[src/rtl/tw_pkg.sv]
package tw_pkg;

  typedef enum logic [3:0] {
    ST_IDLE,
    ST_LEAD,
    ST_LO,
    ST_HI,
    ST_HOLD,
    ST_FETCH,
    ST_HALT,
    ST_SETUP,
    ST_PUSH
  } tw_state_e;

  function automatic int tw_max(input int a, input int b);
    return (a > b) ? a : b;
  endfunction

endpackage

[src/rtl/tw_timer.sv]
module tw_timer #(
  parameter int CW = 3
) (
  input  logic          clk,
  input  logic          rst_n,
  input  logic          clr,
  input  logic [CW-1:0] lim,
  output logic          expired
);

  logic [CW-1:0] cnt;

  assign expired = (cnt == (lim - 1'b1));

  always_ff @(posedge clk or negedge rst_n) begin
    if (!rst_n)       cnt <= '0;
    else if (clr)     cnt <= '0;
    else if (!expired) cnt <= cnt + 1'b1;
  end

endmodule

[src/rtl/tw_shift.sv]
module tw_shift (
  input  logic       clk,
  input  logic       rst_n,
  input  logic       load,
  input  logic [7:0] load_val,
  input  logic       shift,
  input  logic       sin,
  input  logic       tick,
  output logic [7:0] q,
  output logic       last
);

  logic [2:0] bit_cnt;

  assign last = (bit_cnt == 3'd7);

  always_ff @(posedge clk or negedge rst_n) begin
    if (!rst_n) begin
      q       <= '0;
      bit_cnt <= '0;
    end else if (load) begin
      q       <= load_val;
      bit_cnt <= '0;
    end else begin
      if (shift) q <= {sin, q[7:1]};
      if (tick)  bit_cnt <= bit_cnt + 3'd1;
    end
  end

endmodule

[src/rtl/tri_wire_ctl_master.sv]
module tri_wire_ctl_master
  import tw_pkg::*;
#(
  parameter int T_LOW     = 3,
  parameter int T_HIGH    = 3,
  parameter int T_SETUP   = 2,
  parameter int T_HOLD    = 2,
  parameter int T_HALT    = 5,
  parameter int MAX_BYTES = 4,
  localparam int LEN_W    = (MAX_BYTES > 1) ? $clog2(MAX_BYTES) : 1
) (
  input  logic             clk,
  input  logic             rst_n,
  input  logic             cmd_valid,
  output logic             cmd_ready,
  input  logic [5:0]       cmd_dev,
  input  logic [1:0]       cmd_sel,
  input  logic             cmd_rd,
  input  logic [LEN_W-1:0] cmd_cnt_m1,
  input  logic             wr_valid,
  output logic             wr_ready,
  input  logic [7:0]       wr_data,
  output logic             rd_valid,
  input  logic             rd_ready,
  output logic [7:0]       rd_data,
  output logic             busy,
  output logic             done,
  output logic             bus_clk,
  output logic             bus_mode,
  output logic             bus_oe,
  output logic             bus_data_o,
  output logic             bus_data_oe,
  input  logic             bus_data_i
);

  localparam int TMAX = tw_max(tw_max(tw_max(T_LOW, T_HIGH), tw_max(T_SETUP, T_HOLD)), T_HALT);
  localparam int CW   = $clog2(TMAX + 1);

  tw_state_e        state, nxt;
  logic             rd_q, addr_ph, done_q;
  logic [LEN_W-1:0] cnt_m1, bidx;

  logic             accept, fin, byte_adv;
  logic             sh_load, sh_shift, tick;
  logic [7:0]       sh_val, sh_q;
  logic             bit_last, t_exp, drv;
  logic [CW-1:0]    lim;
  logic             last_byte;

  assign drv       = addr_ph || !rd_q;
  assign last_byte = (bidx == cnt_m1);
  assign sh_val    = accept ? {cmd_dev, cmd_sel} : wr_data;

  // duration of the current timed state
  always_comb begin
    unique case (state)
      ST_LEAD, ST_SETUP: lim = CW'(T_SETUP);
      ST_LO:             lim = CW'(T_LOW);
      ST_HI:             lim = CW'(T_HIGH);
      ST_HOLD:           lim = CW'(T_HOLD);
      ST_HALT:           lim = CW'(T_HALT);
      default:           lim = CW'(1);
    endcase
  end

  tw_timer #(.CW(CW)) u_timer (
    .clk     (clk),
    .rst_n   (rst_n),
    .clr     (nxt != state),
    .lim     (lim),
    .expired (t_exp)
  );

  tw_shift u_shift (
    .clk      (clk),
    .rst_n    (rst_n),
    .load     (sh_load),
    .load_val (sh_val),
    .shift    (sh_shift),
    .sin      (bus_data_i),
    .tick     (tick),
    .q        (sh_q),
    .last     (bit_last)
  );

  always_comb begin
    nxt      = state;
    accept   = 1'b0;
    fin      = 1'b0;
    byte_adv = 1'b0;
    sh_load  = 1'b0;
    sh_shift = 1'b0;
    tick     = 1'b0;
    unique case (state)
      ST_IDLE: if (cmd_valid) begin
        nxt     = ST_LEAD;
        accept  = 1'b1;
        sh_load = 1'b1;
      end
      ST_LEAD: if (t_exp) nxt = ST_LO;
      ST_LO: if (t_exp) begin
        nxt      = ST_HI;
        sh_shift = !drv;          // read sample at end of clock low
      end
      ST_HI: if (t_exp) begin
        tick     = 1'b1;
        sh_shift = drv;           // next output bit after the rising edge
        nxt      = bit_last ? ST_HOLD : ST_LO;
      end
      ST_HOLD: if (t_exp) begin
        if (addr_ph)        nxt = rd_q ? ST_SETUP : ST_FETCH;
        else if (rd_q)      nxt = ST_PUSH;
        else if (last_byte) begin
          nxt = ST_IDLE;
          fin = 1'b1;
        end else begin
          nxt      = ST_FETCH;
          byte_adv = 1'b1;
        end
      end
      ST_FETCH: if (wr_valid) begin
        sh_load = 1'b1;
        nxt     = (bidx != '0) ? ST_HALT : ST_SETUP;
      end
      ST_HALT:  if (t_exp) nxt = ST_SETUP;
      ST_SETUP: if (t_exp) nxt = ST_LO;
      ST_PUSH: if (rd_ready) begin
        if (last_byte) begin
          nxt = ST_IDLE;
          fin = 1'b1;
        end else begin
          nxt      = ST_HALT;
          byte_adv = 1'b1;
        end
      end
      default: nxt = ST_IDLE;
    endcase
  end

  always_ff @(posedge clk or negedge rst_n) begin
    if (!rst_n) begin
      state   <= ST_IDLE;
      rd_q    <= 1'b0;
      addr_ph <= 1'b0;
      cnt_m1  <= '0;
      bidx    <= '0;
      done_q  <= 1'b0;
    end else begin
      state  <= nxt;
      done_q <= fin;
      if (accept) begin
        rd_q    <= cmd_rd;
        addr_ph <= 1'b1;
        cnt_m1  <= cmd_cnt_m1;
        bidx    <= '0;
      end else begin
        if (state == ST_HOLD && t_exp && addr_ph) addr_ph <= 1'b0;
        if (byte_adv) bidx <= bidx + 1'b1;
      end
    end
  end

  assign busy        = (state != ST_IDLE);
  assign cmd_ready   = (state == ST_IDLE);
  assign done        = done_q;
  assign wr_ready    = (state == ST_FETCH);
  assign rd_valid    = (state == ST_PUSH);
  assign rd_data     = sh_q;
  assign bus_oe      = busy;
  assign bus_clk     = !(state == ST_LEAD || state == ST_LO || state == ST_HALT);
  assign bus_mode    = busy ? !addr_ph : 1'b1;
  assign bus_data_o  = sh_q[0];
  assign bus_data_oe = busy && drv;

endmodule

[config.mk]
export PLATFORM = sky130hd
export DESIGN_NAME = tri_wire_ctl_master
export DESIGN_NICKNAME = d
export VERILOG_FILES = /design/src/rtl/tw_pkg.sv /design/src/rtl/tw_timer.sv /design/src/rtl/tw_shift.sv /design/src/rtl/tri_wire_ctl_master.sv
export SDC_FILE = /design/constraint.sdc
export NUM_CORES = 1
export LEC_CHECK = 0
export ABC_AREA = 1
export CORE_MARGIN = 2
export CORE_UTILIZATION = 40
export DETAILED_ROUTE_END_ITERATION = 8
export GPL_ROUTABILITY_DRIVEN = 0
export PLACE_DENSITY = 0.64
export SLEW_MARGIN = 10
export SYNTH_ARGS = -nofsm -noshare
export SYNTH_HDL_FRONTEND = slang
export SYNTH_SLANG_ARGS = --single-unit
[constraint.sdc]
create_clock -name clk -period 6.2 [get_ports clk]
set_clock_uncertainty 0.15 [all_clocks]
set_input_delay 0.62 -clock clk [delete_from_list [all_inputs] [get_ports clk]]
set_output_delay 0.62 -clock clk [all_outputs]
set_load 0.005 [all_outputs]
==> out/results.tsv <==
metric	value	unit
whs_path_depth	2	
die_w	69.92	um
status	completed	
finalHoldViolations	0	
min_to	u_shift.bit_cnt[1]	
place_ws	3.170	ns
setup_viol	0	
min-delay-start	u_shift.bit_cnt[1]	
postCtsHoldBufs	0	
arrival	3.10	ns
min_period	3.067	ns
power	1.137	mW
drive_gt1_share	5.782	%
crit_fanout	16	
dp_cells	340	
worstSetupStartpointType	register	
drt-vias-per-instance	4.924	
root_buffer	clkbuf_8	
final_cells	344	
grt_pass1_wl	7051	um
post_cts_buffers	0	
grtUsageTotal	17.54	%
numPortBuffers	42	
antenna_found_initial	0	
crit_chain	nor2_1 -> inv_1 -> nor2_1 -> nor2_1 -> ha_1 -> inv_1 -> nand2_1 -> nand2_1 -> nand2_1 -> a21oi_4 -> nand2_8 -> o31ai_4 -> o221ai_1 -> o21ai_0	
first_global_vias	1550	
cp-end-kind	register	
finalCritPeriodShare	49.46	%
cts.path.max_buffers	2	
area_growth	28.22	%
fillerInstances	403	
fin_nets	325	
num_vias	1694	
regArea	625.6	um2
clkTransAtPathRegs	0.09	ns
rsz0062_at_grt	false	
drtAntennaViolNets	0	
coreArea	0.004086	mm2
ff2ff_path_depth	14	
worst_slack	3.133	ns
overflow	0	
worstPathBufferInverterCount	2	
multi_input_area	943.4	um2
drt_iter0_markers	111	
reg2reg_slack	3.13	ns
crit_family	compound AO/OA/AOI/OAI gates	
clk_latency	0.27	ns
power_frac_clock	8.5	%
switching_share	48.58	%
syn_inst	254	
p_leak	1.131	nW
cts-resized-gates	0	
numCtsBuffers	3	
power-per-cell-area	510.2	mW/mm2
htreeDepth	1	
cts_tree	yes	
grt_max_degree	26	
yosysSeqAreaShare	36.00	%
cpPeakStageDelay	0.49	ns
totalWireLength	4007	um
fin_area	0.002228	mm2
syn_avg_cell_area	6.842	um2
p_int	584.7	uW
synth_nets	284	
detail_route.wl_per_cell	11.65	um
rows	23	
antenna_cells	0	
irDropWorstVdd	157.4	uV
min_path_type	register to register	
power.switching	552.3	uW
r2r_end	u_shift.q[2]	
syn_area	0.001738	mm2
synth_cell_types	31	
fp.dieH	69.92	um
combPwrFrac	67.5	%
r2r_start	state[3]	
seqPwrFrac	24.0	%
clock.fmax	0.3261	GHz
worst_pin_slew	0.5665	ns
hpwl	3166	um
yosysWarnings	0	
drc	0	
drv_cap	0	
die_area	0.004888	mm2
slew_viol_final	0	
relSlewSlack	62.24	%
cp.required	6.24	ns
tns	0	ns
synth.ff_latch_count	25	
start_util	42.53	%
ioPinCount	43	
firstDrtPassIters	4	
dpl-instance-area	0.002183	mm2
critical_path_class	register to register	
cp_slowest_cell	o31ai_4	
cts.sinks	25	
final cells by class:
type / instances / area share, %
clock buffers: 4 / 2.021
well taps: 50 / 2.807
repair buffers: 43 / 19.20
inverters: 33 / 5.559
flip-flops and latches: 25 / 28.07
multi-input cells: 189 / 42.34
state kept, by name, indices dropped and copies added (netlist names):
register         count
u_timer.cnt          3
u_shift.bit_cnt      3
rd_q                 1
addr_ph              1
u_shift.q            8
done                 1
cnt_m1               2
state                4
bidx                 2
Yosys cell counts (all sizes together):
master	instances	area [um2]
xor2	2	17.52
a22oi	1	7.510
nand4	3	18.77
nand3b	1	7.510
a31oi	3	18.77
buf	6	41.28
o31ai	1	21.27
nor2	36	142.6
nand2	87	357.8
ha	5	62.56
clkbuf	1	3.750
a21oi	9	56.31
o221ai	1	8.760
nand3	15	80.08
o22ai	2	12.51
o211ai	1	7.510
xnor2	1	8.760
dfrtp	25	625.6
mux2i	1	10.01
o21a	2	15.01
o21ai	18	90.09
inv	33	123.9
routing by layer:
| metal | global-route usage [%] | wire length, um | vias to the layer above |
|---|---|---|---|
| met2 | 27.20 | 1680 | 56 |
| met1 | 25.73 | 2033 | 747 |
| met3 | 2.453 | 252 | 5 |
| met4 | 4.487 | 41 | 0 |
| li1 | - | - | 886 |
| met5 | 0 | 0 | - |
through the flow:
step	hold slack (ns)	util, %
after floorplan	0.1744	-
after global placement	0.3233	53.43
after detailed placement	0.3279	53.43
after CTS	0.3511	54.53
after global routing	0.3753	54.53
final	0.3394	54.53
how the worst max path moves through the flow:
stage / cells past startpoint / end / slack (ns) / startpoint
3_5_place_dp: 14 / u_shift.q[2] / 3.17 / state[3]
3_3_place_gp: 14 / u_shift.q[2] / 3.26 / state[3]
5_1_grt: 17 / bidx[0] / 2.85 / state[3]
6_report: 14 / u_shift.q[2] / 3.13 / state[3]
4_1_cts: 14 / u_shift.q[2] / 3.15 / state[3]
2_1_floorplan: 18 / bidx[0] / 3.60 / state[3]
cells in the final DEF (no fill, tap or decap), types with 2 or more instances in the layout:
cell type / instances
nand2_1: 82
clkdlybuf4s50_1: 42
nor2_1: 33
inv_1: 31
dfrtp_1: 25
o21ai_0: 18
nand3_1: 14
a21oi_1: 8
ha_1: 5
nor2_2: 3
nand2_2: 3
nand4_1: 3
a31oi_1: 3
clkbuf_8: 3
inv_2: 2
o21a_1: 2
xor2_1: 2
o22ai_1: 2
power groups by stage:
stage	clock [mW]	sequential (mW)	combinational, mW
detailed placement	0	0.274	0.773
floorplan	0	0.269	0.550
global placement	0	0.276	0.766
global route	0.108	0.282	0.873
finish	0.0963	0.273	0.767
CTS	0.101	0.273	0.775
cells by family (layout without fill, tap and decap cells):
kind of cell / Yosys count / after routing / share of synthesized area (%)
xor gates and xnor gates: 3 / 3 / 1.512
muxes: 1 / 1 / 0.5760
DFF: 25 / 25 / 36.00
adders and majority gates: 5 / 5 / 3.600
AOI/OAI and AO/OA: 38 / 38 / 13.68
and+or+nand+nor: 142 / 142 / 34.92
buffers and inverters: 40 / 80 / 9.719
worst reg2reg max path: stages (launching register included):
cell,delay (ns)
dfrtp_1,0.48
nor2_1,0.29
inv_1,0.09
nor2_1,0.18
nor2_1,0.08
ha_1,0.21
inv_1,0.07
nand2_1,0.05
nand2_1,0.05
nand2_1,0.08
a21oi_4,0.29
nand2_8,0.12
o31ai_4,0.49
o221ai_1,0.22
o21ai_0,0.11
Note: power is estimated with default switching activity, not from simulation.
